### config.mk
export PLATFORM = sky130hd
export DESIGN_NAME = tcpu_top
export DESIGN_NICKNAME = d
export VERILOG_FILES = /design/src/rtl/tcpu_pkg.sv /design/src/rtl/tcpu_regfile.sv /design/src/rtl/tcpu_alu.sv /design/src/rtl/tcpu_ctrl.sv /design/src/rtl/tcpu_top.sv
export SDC_FILE = /design/constraint.sdc
export NUM_CORES = 1
export LEC_CHECK = 0
export ABC_CLOCK_PERIOD_IN_PS = 6100
export BUFFER_PORTS_ARGS = -buffer_cell sky130_fd_sc_hd__buf_2
export CAP_MARGIN = 20
export CELL_PAD_IN_SITES_DETAIL_PLACEMENT = 2
export CELL_PAD_IN_SITES_GLOBAL_PLACEMENT = 2
export CORE_MARGIN = 2
export CORE_UTILIZATION = 38
export CTS_CLUSTER_DIAMETER = 120
export DETAILED_ROUTE_END_ITERATION = 10
export PLACE_DENSITY = 0.79
export SLEW_MARGIN = 40
export SYNTH_ARGS = -nofsm -noshare
export SYNTH_HDL_FRONTEND = slang
export SYNTH_SLANG_ARGS = --single-unit
### constraint.sdc
create_clock -name clk -period 6.1 [get_ports clk]
set_input_delay 1.83 -clock clk [delete_from_list [all_inputs] [get_ports clk]]
set_output_delay 1.83 -clock clk [all_outputs]
set_load 0.02 [all_outputs]
### src/rtl/tcpu_pkg.sv
package tcpu_pkg;

    // Controller states
    typedef enum logic [2:0] {
        S_FHI  = 3'd0,
        S_FLO  = 3'd1,
        S_DEC  = 3'd2,
        S_EXE  = 3'd3,
        S_WB   = 3'd4,
        S_HALT = 3'd5
    } state_e;

    // Opcodes (bits 7:4 of the first instruction byte)
    localparam logic [3:0] OP_LDD = 4'h0;
    localparam logic [3:0] OP_STD = 4'h1;
    localparam logic [3:0] OP_STI = 4'h2;
    localparam logic [3:0] OP_LDI = 4'h3;
    localparam logic [3:0] OP_ADD = 4'h4;
    localparam logic [3:0] OP_SUB = 4'h5;
    localparam logic [3:0] OP_JZ  = 4'h6;

endpackage

### src/rtl/tcpu_regfile.sv
module tcpu_regfile #(
    parameter int DATA_W = 8,
    parameter int IDX_W  = 4
) (
    input  logic              clk,
    input  logic              rst_n,
    input  logic              we,
    input  logic [IDX_W-1:0]  waddr,
    input  logic [DATA_W-1:0] wdata,
    input  logic [IDX_W-1:0]  ra_idx,
    input  logic [IDX_W-1:0]  rb_idx,
    output logic [DATA_W-1:0] ra_val,
    output logic [DATA_W-1:0] rb_val
);
    localparam int NREG = 1 << IDX_W;

    logic [DATA_W-1:0] regs_q [NREG];
    logic [DATA_W-1:0] regs_d [NREG];

    always_comb begin
        for (int i = 0; i < NREG; i++) regs_d[i] = regs_q[i];
        if (we) regs_d[waddr] = wdata;
    end

    always_ff @(posedge clk or negedge rst_n) begin
        if (!rst_n) begin
            for (int i = 0; i < NREG; i++) regs_q[i] <= '0;
        end else begin
            for (int i = 0; i < NREG; i++) regs_q[i] <= regs_d[i];
        end
    end

    assign ra_val = regs_q[ra_idx];
    assign rb_val = regs_q[rb_idx];

    // A write must be readable on the next cycle (R5 / R6 / R7 write-back)
    p_write_visible_r5: assert property (@(posedge clk) disable iff (!rst_n)
        (we && ra_idx == waddr) |=> (ra_val == $past(wdata)) || (ra_idx != $past(waddr)));

endmodule

### src/rtl/tcpu_alu.sv
module tcpu_alu #(
    parameter int DATA_W = 8
) (
    input  logic              sub,
    input  logic [DATA_W-1:0] a,
    input  logic [DATA_W-1:0] b,
    output logic [DATA_W-1:0] res
);
    logic [DATA_W-1:0] b_eff;
    logic              cin;

    always_comb begin
        b_eff = sub ? ~b : b;
        cin   = sub;
        res   = a + b_eff + DATA_W'(cin);
    end

    // Inverse checks: sub result plus b gives a; add result minus b gives a
    always_comb begin
        if (sub) begin
            a_sub_inverse_r7: assert (DATA_W'(res + b) == a);
        end else begin
            a_add_inverse_r6: assert (DATA_W'(res - b) == a);
        end
    end

endmodule

### src/rtl/tcpu_ctrl.sv
module tcpu_ctrl
    import tcpu_pkg::*;
#(
    parameter int DATA_W = 8,
    parameter int IDX_W  = 4
) (
    input  logic              clk,
    input  logic              rst_n,
    input  logic [DATA_W-1:0] mem_rdata,
    input  logic [DATA_W-1:0] rn_val,
    input  logic [DATA_W-1:0] rm_val,
    input  logic [DATA_W-1:0] alu_res,
    output logic [DATA_W-1:0] mem_addr,
    output logic [DATA_W-1:0] mem_wdata,
    output logic              mem_we,
    output logic              rf_we,
    output logic [DATA_W-1:0] rf_wdata,
    output logic [IDX_W-1:0]  rn_idx,
    output logic [IDX_W-1:0]  rm_idx,
    output logic              alu_sub,
    output logic [DATA_W-1:0] pc,
    output logic              halted
);
    localparam int OP_W    = DATA_W - IDX_W;
    localparam int INSTR_B = 2;

    typedef struct packed {
        state_e            st;
        logic [DATA_W-1:0] pc;
        logic [DATA_W-1:0] ir_hi;
        logic [DATA_W-1:0] ir_lo;
        logic              halted;
    } ctrl_t;

    ctrl_t cur_q, nxt_d;

    logic [OP_W-1:0] opcode;
    assign opcode = cur_q.ir_hi[DATA_W-1 -: OP_W];
    assign rn_idx = cur_q.ir_hi[IDX_W-1:0];
    assign rm_idx = cur_q.ir_lo[DATA_W-1 -: IDX_W];
    assign alu_sub = (opcode == OP_SUB);

    always_comb begin
        nxt_d     = cur_q;
        mem_addr  = cur_q.pc;
        mem_wdata = rm_val;
        mem_we    = 1'b0;
        rf_we     = 1'b0;
        rf_wdata  = alu_res;
        unique case (cur_q.st)
            S_FHI: begin
                nxt_d.st = S_FLO;
            end
            S_FLO: begin
                mem_addr    = cur_q.pc + DATA_W'(1);
                nxt_d.ir_hi = mem_rdata;
                nxt_d.st    = S_DEC;
            end
            S_DEC: begin
                nxt_d.ir_lo = mem_rdata;
                nxt_d.pc    = cur_q.pc + DATA_W'(INSTR_B);
                nxt_d.st    = S_EXE;
            end
            S_EXE: begin
                nxt_d.st = S_FHI;
                case (opcode)
                    OP_LDD: begin
                        mem_addr = cur_q.ir_lo;
                        nxt_d.st = S_WB;
                    end
                    OP_STD: begin
                        mem_addr  = cur_q.ir_lo;
                        mem_wdata = rn_val;
                        mem_we    = 1'b1;
                    end
                    OP_STI: begin
                        mem_addr  = rn_val;
                        mem_wdata = rm_val;
                        mem_we    = 1'b1;
                    end
                    OP_LDI: begin
                        rf_we    = 1'b1;
                        rf_wdata = cur_q.ir_lo;
                    end
                    OP_ADD, OP_SUB: begin
                        rf_we = 1'b1;
                    end
                    OP_JZ: begin
                        if (rn_val == '0) nxt_d.pc = cur_q.pc + cur_q.ir_lo;
                    end
                    default: begin
                        nxt_d.halted = 1'b1;
                        nxt_d.st     = S_HALT;
                    end
                endcase
            end
            S_WB: begin
                rf_we    = 1'b1;
                rf_wdata = mem_rdata;
                nxt_d.st = S_FHI;
            end
            default: begin
                nxt_d.st = S_HALT;
            end
        endcase
    end

    always_ff @(posedge clk or negedge rst_n) begin
        if (!rst_n) begin
            cur_q <= '{st: S_FHI, pc: '0, ir_hi: '0, ir_lo: '0, halted: 1'b0};
        end else begin
            cur_q <= nxt_d;
        end
    end

    assign pc     = cur_q.pc;
    assign halted = cur_q.halted;

    // Halt is permanent and freezes the program counter
    p_halt_sticky_r9: assert property (@(posedge clk) disable iff (!rst_n)
        halted |=> halted);
    p_halt_pc_frozen_r9: assert property (@(posedge clk) disable iff (!rst_n)
        halted |=> $stable(pc));
    p_halt_no_write_r9: assert property (@(posedge clk) disable iff (!rst_n)
        halted |-> !mem_we);
    // PC steps by one instruction after the second fetch byte
    p_pc_step_r10: assert property (@(posedge clk) disable iff (!rst_n)
        (cur_q.st == S_DEC) |=> (pc == $past(pc) + DATA_W'(INSTR_B)));
    // A direct load always spends one extra write-back cycle
    p_load_wb_r2: assert property (@(posedge clk) disable iff (!rst_n)
        (cur_q.st == S_EXE && opcode == OP_LDD) |=> (cur_q.st == S_WB));
    // Memory writes only happen in the execute step
    p_we_exec_r3: assert property (@(posedge clk) disable iff (!rst_n)
        mem_we |=> (cur_q.st == S_FHI));

endmodule

### src/rtl/tcpu_top.sv
module tcpu_top #(
    parameter int DATA_W = 8,
    parameter int IDX_W  = 4
) (
    input  logic              clk,
    input  logic              rst_n,
    output logic [DATA_W-1:0] mem_addr,
    output logic [DATA_W-1:0] mem_wdata,
    output logic              mem_we,
    input  logic [DATA_W-1:0] mem_rdata,
    output logic              halted,
    output logic [DATA_W-1:0] dbg_pc
);
    logic              rf_we;
    logic [DATA_W-1:0] rf_wdata;
    logic [IDX_W-1:0]  rn_idx;
    logic [IDX_W-1:0]  rm_idx;
    logic [DATA_W-1:0] rn_val;
    logic [DATA_W-1:0] rm_val;
    logic [DATA_W-1:0] alu_res;
    logic              alu_sub;

    tcpu_ctrl #(.DATA_W(DATA_W), .IDX_W(IDX_W)) u_ctrl (
        .clk       (clk),
        .rst_n     (rst_n),
        .mem_rdata (mem_rdata),
        .rn_val    (rn_val),
        .rm_val    (rm_val),
        .alu_res   (alu_res),
        .mem_addr  (mem_addr),
        .mem_wdata (mem_wdata),
        .mem_we    (mem_we),
        .rf_we     (rf_we),
        .rf_wdata  (rf_wdata),
        .rn_idx    (rn_idx),
        .rm_idx    (rm_idx),
        .alu_sub   (alu_sub),
        .pc        (dbg_pc),
        .halted    (halted)
    );

    tcpu_regfile #(.DATA_W(DATA_W), .IDX_W(IDX_W)) u_rf (
        .clk    (clk),
        .rst_n  (rst_n),
        .we     (rf_we),
        .waddr  (rn_idx),
        .wdata  (rf_wdata),
        .ra_idx (rn_idx),
        .rb_idx (rm_idx),
        .ra_val (rn_val),
        .rb_val (rm_val)
    );

    tcpu_alu #(.DATA_W(DATA_W)) u_alu (
        .sub (alu_sub),
        .a   (rn_val),
        .b   (rm_val),
        .res (alu_res)
    );

endmodule

==> results.sh, run 1 <==
export IMPL_floorplan_die_area_mm2=0.0263
export IMPL_postCtsSetupRepairBufs=0
export IMPL_grt_antenna_before_repair=0
export IMPL_final_hpwl_dp_um=22700
export IMPL_drive_gt1_share_pct=22.7
export IMPL_rr_endpoint="u_rf.regs_q[51]$_DFFE_PN0P_"
export IMPL_cts_hold_buf=0
export IMPL_mostFrequentLayoutCell="sky130_fd_sc_hd__nand2_1"
export IMPL_critical_path_max_stage_delay_ps=870
export IMPL_synth_avg_cell_area_um2=10.5
export IMPL_clock_sinks=156
export IMPL_grt_start_max_net_pins=88
export IMPL_cts_max_level=4
export IMPL_antenna_left=0
export IMPL_cpMaxStageDelayCell="sky130_fd_sc_hd__dfrtp_2"
export IMPL_ys_async_sr_fraction_pct=100
export IMPL_critPathCaptureType="output pin"
export IMPL_drt_drc_violations_left=0
export IMPL_placement_rows=57
export IMPL_place_area_mm2=0.00985
export IMPL_routed_wl_um=34700
export IMPL_detailedRoute_firstIterationViolations=528
export IMPL_synth_sequential_area_ratio_pct=41.1
export IMPL_crit_type="reg -> out"
export IMPL_crit_fanout=20
export IMPL_detail_route_first_pass_iterations=7
export IMPL_worst_path_dominant_cell_family="multiplexers"
export IMPL_primary_flip_flop_cell_chosen_by_synthesis_mapping="sky130_fd_sc_hd__dfrtp_1"
export IMPL_timing_hold_violations_final=0
export IMPL_design_core_area_mm2=0.0245
export IMPL_synthDominantAreaCellType="sky130_fd_sc_hd__dfrtp_1"
export IMPL_holdCritPathClass="reg -> reg"
export IMPL_reg2reg_from="u_ctrl.rm_idx[0]$_DFFE_PN0P_"
export IMPL_maxSlewViolCount=0
export IMPL_place_port_buffers=35
export IMPL_syn_instance_count=905
export IMPL_number_of_warnings_reported_in_the_yosys_synthesis_log=0
export IMPL_diodes=0
export IMPL_critical_path_startpoint_type="register"
export IMPL_fillCellCount=2542
export IMPL_drv_max_cap_violation_count=0
export IMPL_most_frequent_cp_cell="sky130_fd_sc_hd__mux4_2"
export IMPL_number_of_buffers_created_by_cts=17
export IMPL_ff2ff_path_depth=13
export IMPL_vias=7693
export IMPL_grt_usage_pct=27.6
export IMPL_synth_top_area_share_pct=41.1
export IMPL_seq_area_mm2=0.00391
export IMPL_clk_pin_slew_worst_paths_ps=70
export IMPL_layout_cells_most_common_list="sky130_fd_sc_hd__nand2_1 (170), sky130_fd_sc_hd__dfrtp_1 (152), sky130_fd_sc_hd__o21ai_0 (122)"
export IMPL_hold_start="u_ctrl.halted$_DFFE_PN0P_"
export IMPL_worst_pin_slew_ps=849
export IMPL_fp_dieH_um=162
export IMPL_grt_overflow=0
export IMPL_cts_repair_resized=0
export IMPL_cp_cell_sequence="buf_4 -> mux4_2 -> mux4_2 -> mux2_2 -> buf_2"
export IMPL_tritoncts="done"
export IMPL_finish_instance_area_mm2=0.0105
export IMPL_clkLatencyLatePin_ps=460
export IMPL_fin_worst_skew_ps=13.1
export IMPL_synth_cell_types=63
export IMPL_setup_viol=0
export IMPL_cts_root_buf="sky130_fd_sc_hd__clkbuf_16"
export IMPL_min_path_cells=1
export IMPL_sum_neg_setup_slack_ps=0
export IMPL_number_of_global_route_vias_before_repair=8558
export IMPL_clock_tree_buffer_depth=2
export IMPL_finalWeightedCongestion=0.854
export IMPL_fin_crit_ps=5230
export IMPL_grt_setup_unrepaired="no"
export IMPL_crit_required_ps=4270
export IMPL_syn_area_mm2=0.00951
export IMPL_ys_top_cells_by_area="sky130_fd_sc_hd__dfrtp_1 (41%), sky130_fd_sc_hd__mux4_2 (15%), sky130_fd_sc_hd__nand2_1 (6.9%)"
export IMPL_fp_dieW_um=162
export IMPL_grt_pass1_wl_um=53800
export IMPL_outcome="finished clean"
export IMPL_maxClockFrequency_mhz=191
export IMPL_timing_hold_ws_ps=503
export IMPL_area_growth_pct=10.6
export IMPL_synth_edf_count=0
export IMPL_start_util_pct=38.9
export IMPL_final_nets=926
export IMPL_period_share_pct=85.8
export IMPL_ys_seq_elements=156
export IMPL_r2r_setup_slack_ps=1210
export IMPL_hold_path_endpoint="u_ctrl.halted$_DFFE_PN0P_"
export IMPL_multi_input_area_mm2=0.00519
export IMPL_routedWlPerCell_um=28.0
export IMPL_postSynthNetCount=932
export IMPL_slew_headroom_pct=43.2
export IMPL_via_per_inst=6.22
export IMPL_cp_num_buf_inv=2
export IMPL_timing_critical_path_arrival_ps=3400
export IMPL_num_io_pins=36
[worst max-delay path by stage]
stage	from	end	slack (ps)	depth (start not counted)
6_report	u_ctrl.rm_idx[0]$_DFFE_PN0P_	mem_wdata[4]	870	5
5_1_grt	u_ctrl.rm_idx[0]$_DFFE_PN0P_	mem_wdata[0]	660	6
4_1_cts	u_ctrl.rm_idx[0]$_DFFE_PN0P_	mem_wdata[0]	810	6
3_5_place_dp	u_ctrl.rm_idx[0]$_DFFE_PN0P_	u_rf.regs_q[51]$_DFFE_PN0P_	1230	13
3_3_place_gp	u_ctrl.rn_idx[0]$_DFFE_PN0P_	u_rf.regs_q[43]$_DFFE_PN0P_	1160	11
2_1_floorplan	u_ctrl.rm_idx[0]$_DFFE_PN0P_	u_rf.regs_q[107]$_DFFE_PN0P_	1300	16
[layout make-up]
class / instances / area share, %
multi-input cells: 661 / 49.4
flip-flops and latches: 156 / 37.2
clock buffers: 18 / 4.18
well taps: 324 / 3.86
repair buffers: 52 / 3.08
clock inverters: 14 / 1.88
inverters: 11 / 0.393
[state kept, by name, summed over array words and instances, names as in the netlist]
| register | cells |
|---|---|
| u_ctrl.halted | 1 |
| u_rf.regs_q | 128 |
| u_ctrl.pc | 8 |
| u_ctrl.rm_idx | 4 |
| u_ctrl.cur_q | 11 |
| u_ctrl.rn_idx | 4 |
[layer usage]
layer / global-route usage (%) / part of all wire, % / vias up
met2: 45.8 / 50 / 203
met3: 5.67 / 4.4 / 56
met5: 0 / 0 / -
met4: 9.05 / 2.2 / 0
met1: 36.5 / 44 / 4118
li1: - / - / 3316
[kinds of logic after synthesis]
family	count (synthesis)	share of synthesized area [%]
xor+xnor	18	1.66
mux	109	22.1
compound gates	239	15.0
simple gates	278	13.1
fa+ha+maj	17	2.40
flops	156	41.1
buf+inv	88	4.63
[worst reg2reg max path, cell delays in order, from the launching register on]
cell,delay (ps)
sky130_fd_sc_hd__dfrtp_2,870
sky130_fd_sc_hd__mux4_2,620
sky130_fd_sc_hd__mux4_2,540
sky130_fd_sc_hd__xor2_1,290
sky130_fd_sc_hd__ha_1,290
sky130_fd_sc_hd__and2_1,170
sky130_fd_sc_hd__and2_1,150
sky130_fd_sc_hd__a41o_1,230
sky130_fd_sc_hd__a31oi_1,290
sky130_fd_sc_hd__and3_1,240
sky130_fd_sc_hd__o31ai_1,80
sky130_fd_sc_hd__a221oi_2,550
sky130_fd_sc_hd__buf_4,280
sky130_fd_sc_hd__o21ai_0,130
[metrics by stage]
stage | util [%] | setup slack, ps | cells
5_1_grt | 43.0 | 661 | 1236
4_1_cts | 42.9 | 811 | 1236
3_3_place_gp | 40.2 | 1160 | 1203
6_report | 43.0 | 866 | 1236
2_1_floorplan | - | 1300 | 905
3_5_place_dp | 40.3 | 1230 | 1204
[cells in the mapped netlist, drive strengths merged (7+ instances only)]
library cell / number
o31ai: 19
a21o: 7
nor2: 32
a21oi: 38
o21ai: 130
nand2: 176
inv: 10
mux2: 26
mux2i: 8
buf: 33
ha: 15
xor2: 10
o22ai: 11
nand3: 10
dfrtp: 156
nor2b: 7
clkbuf: 44
nor3: 16
mux4: 75
and2: 7
xnor2: 8
Power of run 1 is not shown: default switching activity piles up to over one toggle a cycle in this logic, so the estimate is an artifact.
==> inputs of run 2 (changes only) <==
--- a/config.mk
+++ b/config.mk
@@ -10,6 +10,7 @@
 export CAP_MARGIN = 20
 export CELL_PAD_IN_SITES_DETAIL_PLACEMENT = 2
 export CELL_PAD_IN_SITES_GLOBAL_PLACEMENT = 2
+export CORE_ASPECT_RATIO = 0.9
 export CORE_MARGIN = 2
 export CORE_UTILIZATION = 38
 export CTS_CLUSTER_DIAMETER = 120
==> run 2 against run 1 <==
Critical path depth rose by 1. Die area barely moved. Global-route usage rose by 0.24 points. Cell count rose by 1.2%. Wire length barely moved. Critical path type unchanged. Core utilization rose by 0.21 points. Worst setup slack got worse by 81 ps. Design area rose by 0.20%. Clock-buffer cell count did not move.
==> results.sh, run 2 (synthesized netlist as in run 1, its figures left out) <==
export IMPL_drive_gt1_share_pct=22.1
export IMPL_fin_crit_ps=5310
export IMPL_start_util_pct=39.0
export IMPL_clk_pin_slew_worst_paths_ps=70
export IMPL_fp_dieW_um=171
export IMPL_fin_worst_skew_ps=20.7
export IMPL_met1_length_um=14900
export IMPL_maxSlewViolCount=0
export IMPL_maxClockFrequency_mhz=188
export IMPL_timing_hold_ws_ps=485
export IMPL_floorplan_die_area_mm2=0.0263
export IMPL_cts_hold_buf=0
export IMPL_worst_pin_slew_ps=908
export IMPL_drv_max_cap_violation_count=0
export IMPL_route_met2_wl_um=17000
export IMPL_grt_overflow=0
export IMPL_fp_dieH_um=154
export IMPL_area_growth_pct=10.8
export IMPL_fillCellCount=2554
export IMPL_detailedRoute_firstIterationViolations=569
export IMPL_period_share_pct=87.1
export IMPL_place_area_mm2=0.00989
export IMPL_holdCritPathClass="reg -> reg"
export IMPL_mostFrequentLayoutCell="sky130_fd_sc_hd__nand2_1"
export IMPL_diodes=0
export IMPL_num_io_pins=36
export IMPL_final_nets=929
export IMPL_grt_setup_unrepaired="no"
export IMPL_grt_usage_pct=27.9
export IMPL_detail_route_first_pass_iterations=5
export IMPL_registers_top_by_ff_count="u_rf.regs_q"
export IMPL_crit_required_ps=4270
export IMPL_via_per_inst=6.19
export IMPL_design_core_area_mm2=0.0244
export IMPL_routedWlPerCell_um=27.7
export IMPL_cts_max_level=4
export IMPL_clkLatencyLatePin_ps=460
export IMPL_layout_cells_most_common_list="sky130_fd_sc_hd__nand2_1 (174), sky130_fd_sc_hd__dfrtp_1 (152), sky130_fd_sc_hd__o21ai_0 (122)"
export IMPL_number_of_flip_flops_under_the_largest_register_name=128
export IMPL_grt_pass1_wl_um=53900
export IMPL_crit_fanout=21
export IMPL_layout_setup_ws_ps=785
export IMPL_sum_neg_setup_slack_ps=0
export IMPL_cts_root_buf="sky130_fd_sc_hd__clkbuf_16"
export IMPL_crit_type="reg -> out"
export IMPL_critPathCaptureType="output pin"
export IMPL_routed_wl_met3_um=1860
export IMPL_outcome="finished clean"
export IMPL_number_of_global_route_vias_before_repair=8568
export IMPL_critical_path_startpoint_type="register"
export IMPL_vias=7742
export IMPL_number_of_buffers_created_by_cts=17
export IMPL_final_hpwl_dp_um=23400
export IMPL_finalWeightedCongestion=0.861
export IMPL_setup_viol=0
export IMPL_timing_hold_violations_final=0
export IMPL_placement_rows=54
export IMPL_r2r_setup_slack_ps=1160
export IMPL_grt_start_max_net_pins=88
export IMPL_cts_repair_resized=0
export IMPL_routed_wl_um=34700
export IMPL_grt_antenna_before_repair=0
export IMPL_drt_drc_violations_left=0
export IMPL_highest_signal_layer="met4"
export IMPL_clock_sinks=156
export IMPL_antenna_left=0
export IMPL_tritoncts="done"
export IMPL_place_port_buffers=35
export IMPL_placement_setup_worst_slack_ps=1250
export IMPL_timing_critical_path_arrival_ps=3480
export IMPL_finish_instance_area_mm2=0.0105
export IMPL_clock_tree_buffer_depth=2
export IMPL_postCtsSetupRepairBufs=0
export IMPL_slew_headroom_pct=39.3
run 2: cell types whose count changed in the layout (fill, tap and decap cells not counted), moves of 2 or more:
cell / change
sky130_fd_sc_hd__nor3b_2: -2
sky130_fd_sc_hd__nand2_2: -4
sky130_fd_sc_hd__inv_6: -2
sky130_fd_sc_hd__nand2_1: +4
sky130_fd_sc_hd__buf_4: +3
sky130_fd_sc_hd__clkbuf_8: -2
run 2: final cells by class:
class / count / area [um^2] / area share [%]
clock inverters: 14 / 200 / 1.90
inverters: 11 / 41.3 / 0.392
multi-input cells: 661 / 5190 / 49.2
well taps: 336 / 420 / 3.99
clock buffers: 18 / 429 / 4.07
repair buffers: 55 / 344 / 3.27
flip-flops and latches: 156 / 3910 / 37.1
run 2: worst paths after layout:
check | endpoint | start | depth (start not counted)
setup reg to reg | u_rf.regs_q[51]$_DFFE_PN0P_ | u_ctrl.rm_idx[0]$_DFFE_PN0P_ | 12
hold / removal | u_ctrl.halted$_DFFE_PN0P_ | u_ctrl.halted$_DFFE_PN0P_ | 1
max in group asynchronous | u_rf.regs_q[106]$_DFFE_PN0P_ | rst_n | 2
hold reg to reg | u_ctrl.halted$_DFFE_PN0P_ | u_ctrl.halted$_DFFE_PN0P_ | 1
min in group asynchronous | u_rf.regs_q[120]$_DFFE_PN0P_ | rst_n | 1
setup / recovery | mem_wdata[0] | u_ctrl.rm_idx[0]$_DFFE_PN0P_ | 6
run 2: stage by stage:
step           instances  util [%]
6_report            1251      43.2
5_1_grt             1251      43.2
4_1_cts             1250      43.1
3_5_place_dp        1218      40.6
3_3_place_gp        1218      40.5
2_1_floorplan        905         -
run 2: worst max-delay path, stage by stage (launching register included):
cell and delay [ps]:
sky130_fd_sc_hd__dfrtp_2 870, sky130_fd_sc_hd__buf_4 440, sky130_fd_sc_hd__mux4_2 540, sky130_fd_sc_hd__a22oi_1 340, sky130_fd_sc_hd__nand3_1 260, sky130_fd_sc_hd__mux2_2 370
sky130_fd_sc_hd__buf_2 170
run 2: layer usage:
metal	vias to the layer above	track usage, %
met5	-	0
met4	0	9.04
met3	63	5.92
met2	238	45.2
met1	4116	37.4
li1	3325	-
Power of run 2 is left out for the same reason.
==> inputs of run 3 (changes only) <==
--- a/config.mk
+++ b/config.mk
@@ -15,7 +15,7 @@
 export CORE_UTILIZATION = 38
 export CTS_CLUSTER_DIAMETER = 120
 export DETAILED_ROUTE_END_ITERATION = 10
-export PLACE_DENSITY = 0.79
+export PLACE_DENSITY_LB_ADDON = 0.15
 export SLEW_MARGIN = 40
 export SYNTH_ARGS = -nofsm -noshare
 export SYNTH_HDL_FRONTEND = slang
==> run 3 against run 2 <==
Design area is 0.56% lower. Global-route usage fell by 0.29 points. Critical path depth up 2. Register-to-register slack improved by 40 ps. Largest cell class unchanged. Wire length is 1.8% lower. Sequential share of layout area increased by 0.22 points. Worst hold slack got worse by 2.9 ps. Non-clock buffer count decreased by 1. Clock-buffer cell count is the same. Core utilization decreased by 0.24 points. Die area unchanged. Highest routed layer unchanged. Critical endpoint is now mem_addr[6].
==> results.sh, run 3 (synthesized netlist as in run 1, its figures left out) <==
export IMPL_final_hpwl_dp_um=24100
export IMPL_grt_usage_pct=27.6
export IMPL_fp_dieH_um=154
export IMPL_period_share_pct=87.1
export IMPL_postCtsSetupRepairBufs=0
export IMPL_place_port_buffers=35
export IMPL_number_of_buffers_created_by_cts=17
export IMPL_number_of_flip_flops_under_the_largest_register_name=128
export IMPL_clock_sinks=156
export IMPL_r2r_setup_slack_ps=1200
export IMPL_timing_hold_violations_final=0
export IMPL_grt_antenna_before_repair=0
export IMPL_crit_fanout=30
export IMPL_drive_gt1_share_pct=22.4
export IMPL_tritoncts="done"
export IMPL_drv_max_cap_violation_count=0
export IMPL_diodes=0
export IMPL_ff2ff_path_depth=13
export IMPL_crit_start="u_ctrl.rn_idx[0]$_DFFE_PN0P_"
export IMPL_grt_pass1_wl_um=53900
export IMPL_routed_wl_um=34100
export IMPL_final_nets=928
export IMPL_rr_endpoint="u_rf.regs_q[43]$_DFFE_PN0P_"
export IMPL_grt_start_max_net_pins=87
export IMPL_crit_type="reg -> out"
export IMPL_crit_path_end="mem_addr[6]"
export IMPL_antenna_left=0
export IMPL_cts_hold_buf=0
export IMPL_number_of_global_route_vias_before_repair=8467
export IMPL_clk_pin_slew_worst_paths_ps=80
export IMPL_timing_critical_path_arrival_ps=3480
export IMPL_reg2reg_from="u_ctrl.rn_idx[0]$_DFFE_PN0P_"
export IMPL_start_util_pct=39.0
export IMPL_layout_cells_most_common_list="sky130_fd_sc_hd__nand2_1 (173), sky130_fd_sc_hd__dfrtp_1 (153), sky130_fd_sc_hd__o21ai_0 (122)"
export IMPL_holdCritPathClass="reg -> reg"
export IMPL_cts_repair_resized=0
export IMPL_design_core_area_mm2=0.0244
export IMPL_outcome="finished clean"
export IMPL_critical_path_startpoint_type="register"
export IMPL_vias=7628
export IMPL_num_io_pins=36
export IMPL_registers_top_by_ff_count="u_rf.regs_q"
export IMPL_fin_worst_skew_ps=15.3
export IMPL_min_path_cells=1
export IMPL_fp_dieW_um=171
export IMPL_clock_tree_buffer_depth=2
export IMPL_area_growth_pct=10.2
export IMPL_setup_viol=0
export IMPL_cts_max_level=4
export IMPL_critPathCaptureType="output pin"
export IMPL_clkLatencyLatePin_ps=440
export IMPL_drt_drc_violations_left=0
export IMPL_sum_neg_setup_slack_ps=0
export IMPL_floorplan_die_area_mm2=0.0263
export IMPL_grt_overflow=0
export IMPL_via_per_inst=6.10
export IMPL_slew_headroom_pct=44.2
export IMPL_worst_pin_slew_ps=837
export IMPL_grt_setup_unrepaired="no"
export IMPL_placement_rows=54
export IMPL_mostFrequentLayoutCell="sky130_fd_sc_hd__nand2_1"
export IMPL_crit_required_ps=4270
export IMPL_fin_crit_ps=5310
export IMPL_cts_root_buf="sky130_fd_sc_hd__clkbuf_16"
export IMPL_maxSlewViolCount=0
export IMPL_detailedRoute_firstIterationViolations=598
export IMPL_finalWeightedCongestion=0.889
export IMPL_maxClockFrequency_mhz=188
export IMPL_routedWlPerCell_um=27.2
export IMPL_detail_route_first_pass_iterations=8
==> run 3: changes by cell type in the layout (fill, tap and decap cells not counted), moves of 2 or more <==
cell	previous run	this run
sky130_fd_sc_hd__bufinv_16	3	1
sky130_fd_sc_hd__clkbuf_8	0	2
sky130_fd_sc_hd__clkinvlp_4	1	3
sky130_fd_sc_hd__nor3b_2	0	2
sky130_fd_sc_hd__a21oi_2	8	10
sky130_fd_sc_hd__dfrtp_2	3	1
sky130_fd_sc_hd__a21oi_1	30	28
==> run 3: worst min path at each step <==
stage,slack [ps],to,startpoint
after floorplan,460,u_rf.regs_q[79]$_DFFE_PN0P_,u_rf.regs_q[79]$_DFFE_PN0P_
after global placement,460,u_ctrl.halted$_DFFE_PN0P_,u_ctrl.halted$_DFFE_PN0P_
after detailed placement,470,u_ctrl.halted$_DFFE_PN0P_,u_ctrl.halted$_DFFE_PN0P_
after CTS,480,u_ctrl.halted$_DFFE_PN0P_,u_ctrl.halted$_DFFE_PN0P_
after global routing,500,u_ctrl.halted$_DFFE_PN0P_,u_ctrl.halted$_DFFE_PN0P_
final,480,u_ctrl.halted$_DFFE_PN0P_,u_ctrl.halted$_DFFE_PN0P_
==> run 3: through the flow <==
| stage | area, um^2 | setup WS [ps] | instances | hold WS, ps | util [%] |
|---|---|---|---|---|---|
| 2_1_floorplan | 9510 | 1300 | 905 | 457 | - |
| 3_3_place_gp | 9860 | 1100 | 1217 | 456 | 40.4 |
| 3_5_place_dp | 9880 | 1090 | 1218 | 466 | 40.5 |
| 4_1_cts | 10500 | 758 | 1250 | 484 | 42.9 |
| 5_1_grt | 10500 | 579 | 1250 | 501 | 42.9 |
| 6_report | 10500 | 788 | 1250 | 482 | 42.9 |
==> run 3: worst max-delay path: stages (launching register included) <==
cell and delay, ps:
sky130_fd_sc_hd__dfrtp_4 830, sky130_fd_sc_hd__buf_4 320, sky130_fd_sc_hd__mux4_2 520, sky130_fd_sc_hd__mux4_2 590, sky130_fd_sc_hd__nor3_1 170, sky130_fd_sc_hd__o21ai_0 100
sky130_fd_sc_hd__o2111ai_1 160, sky130_fd_sc_hd__o21ai_0 120, sky130_fd_sc_hd__buf_2 200
==> run 3: layout make-up <==
cell class	instances	area (um^2)
timing repair buffer	54	327
multi-input combinational	661	5180
tap	336	420
fill	2549	13900
clock inverter	14	150
inverter	11	41.3
clock buffer	18	439
sequential	156	3910
==> run 3: per-layer routing <==
metal	share of wire [%]	GRT usage, %	wire length (um)	vias up
met3	3.0	3.17	1030	29
met4	1.6	7.08	533	0
met5	0	0	0	-
met2	49	45.6	16800	165
li1	-	-	-	3329
met1	46	38.8	15600	4105
Power of run 3 is left out for the same reason.
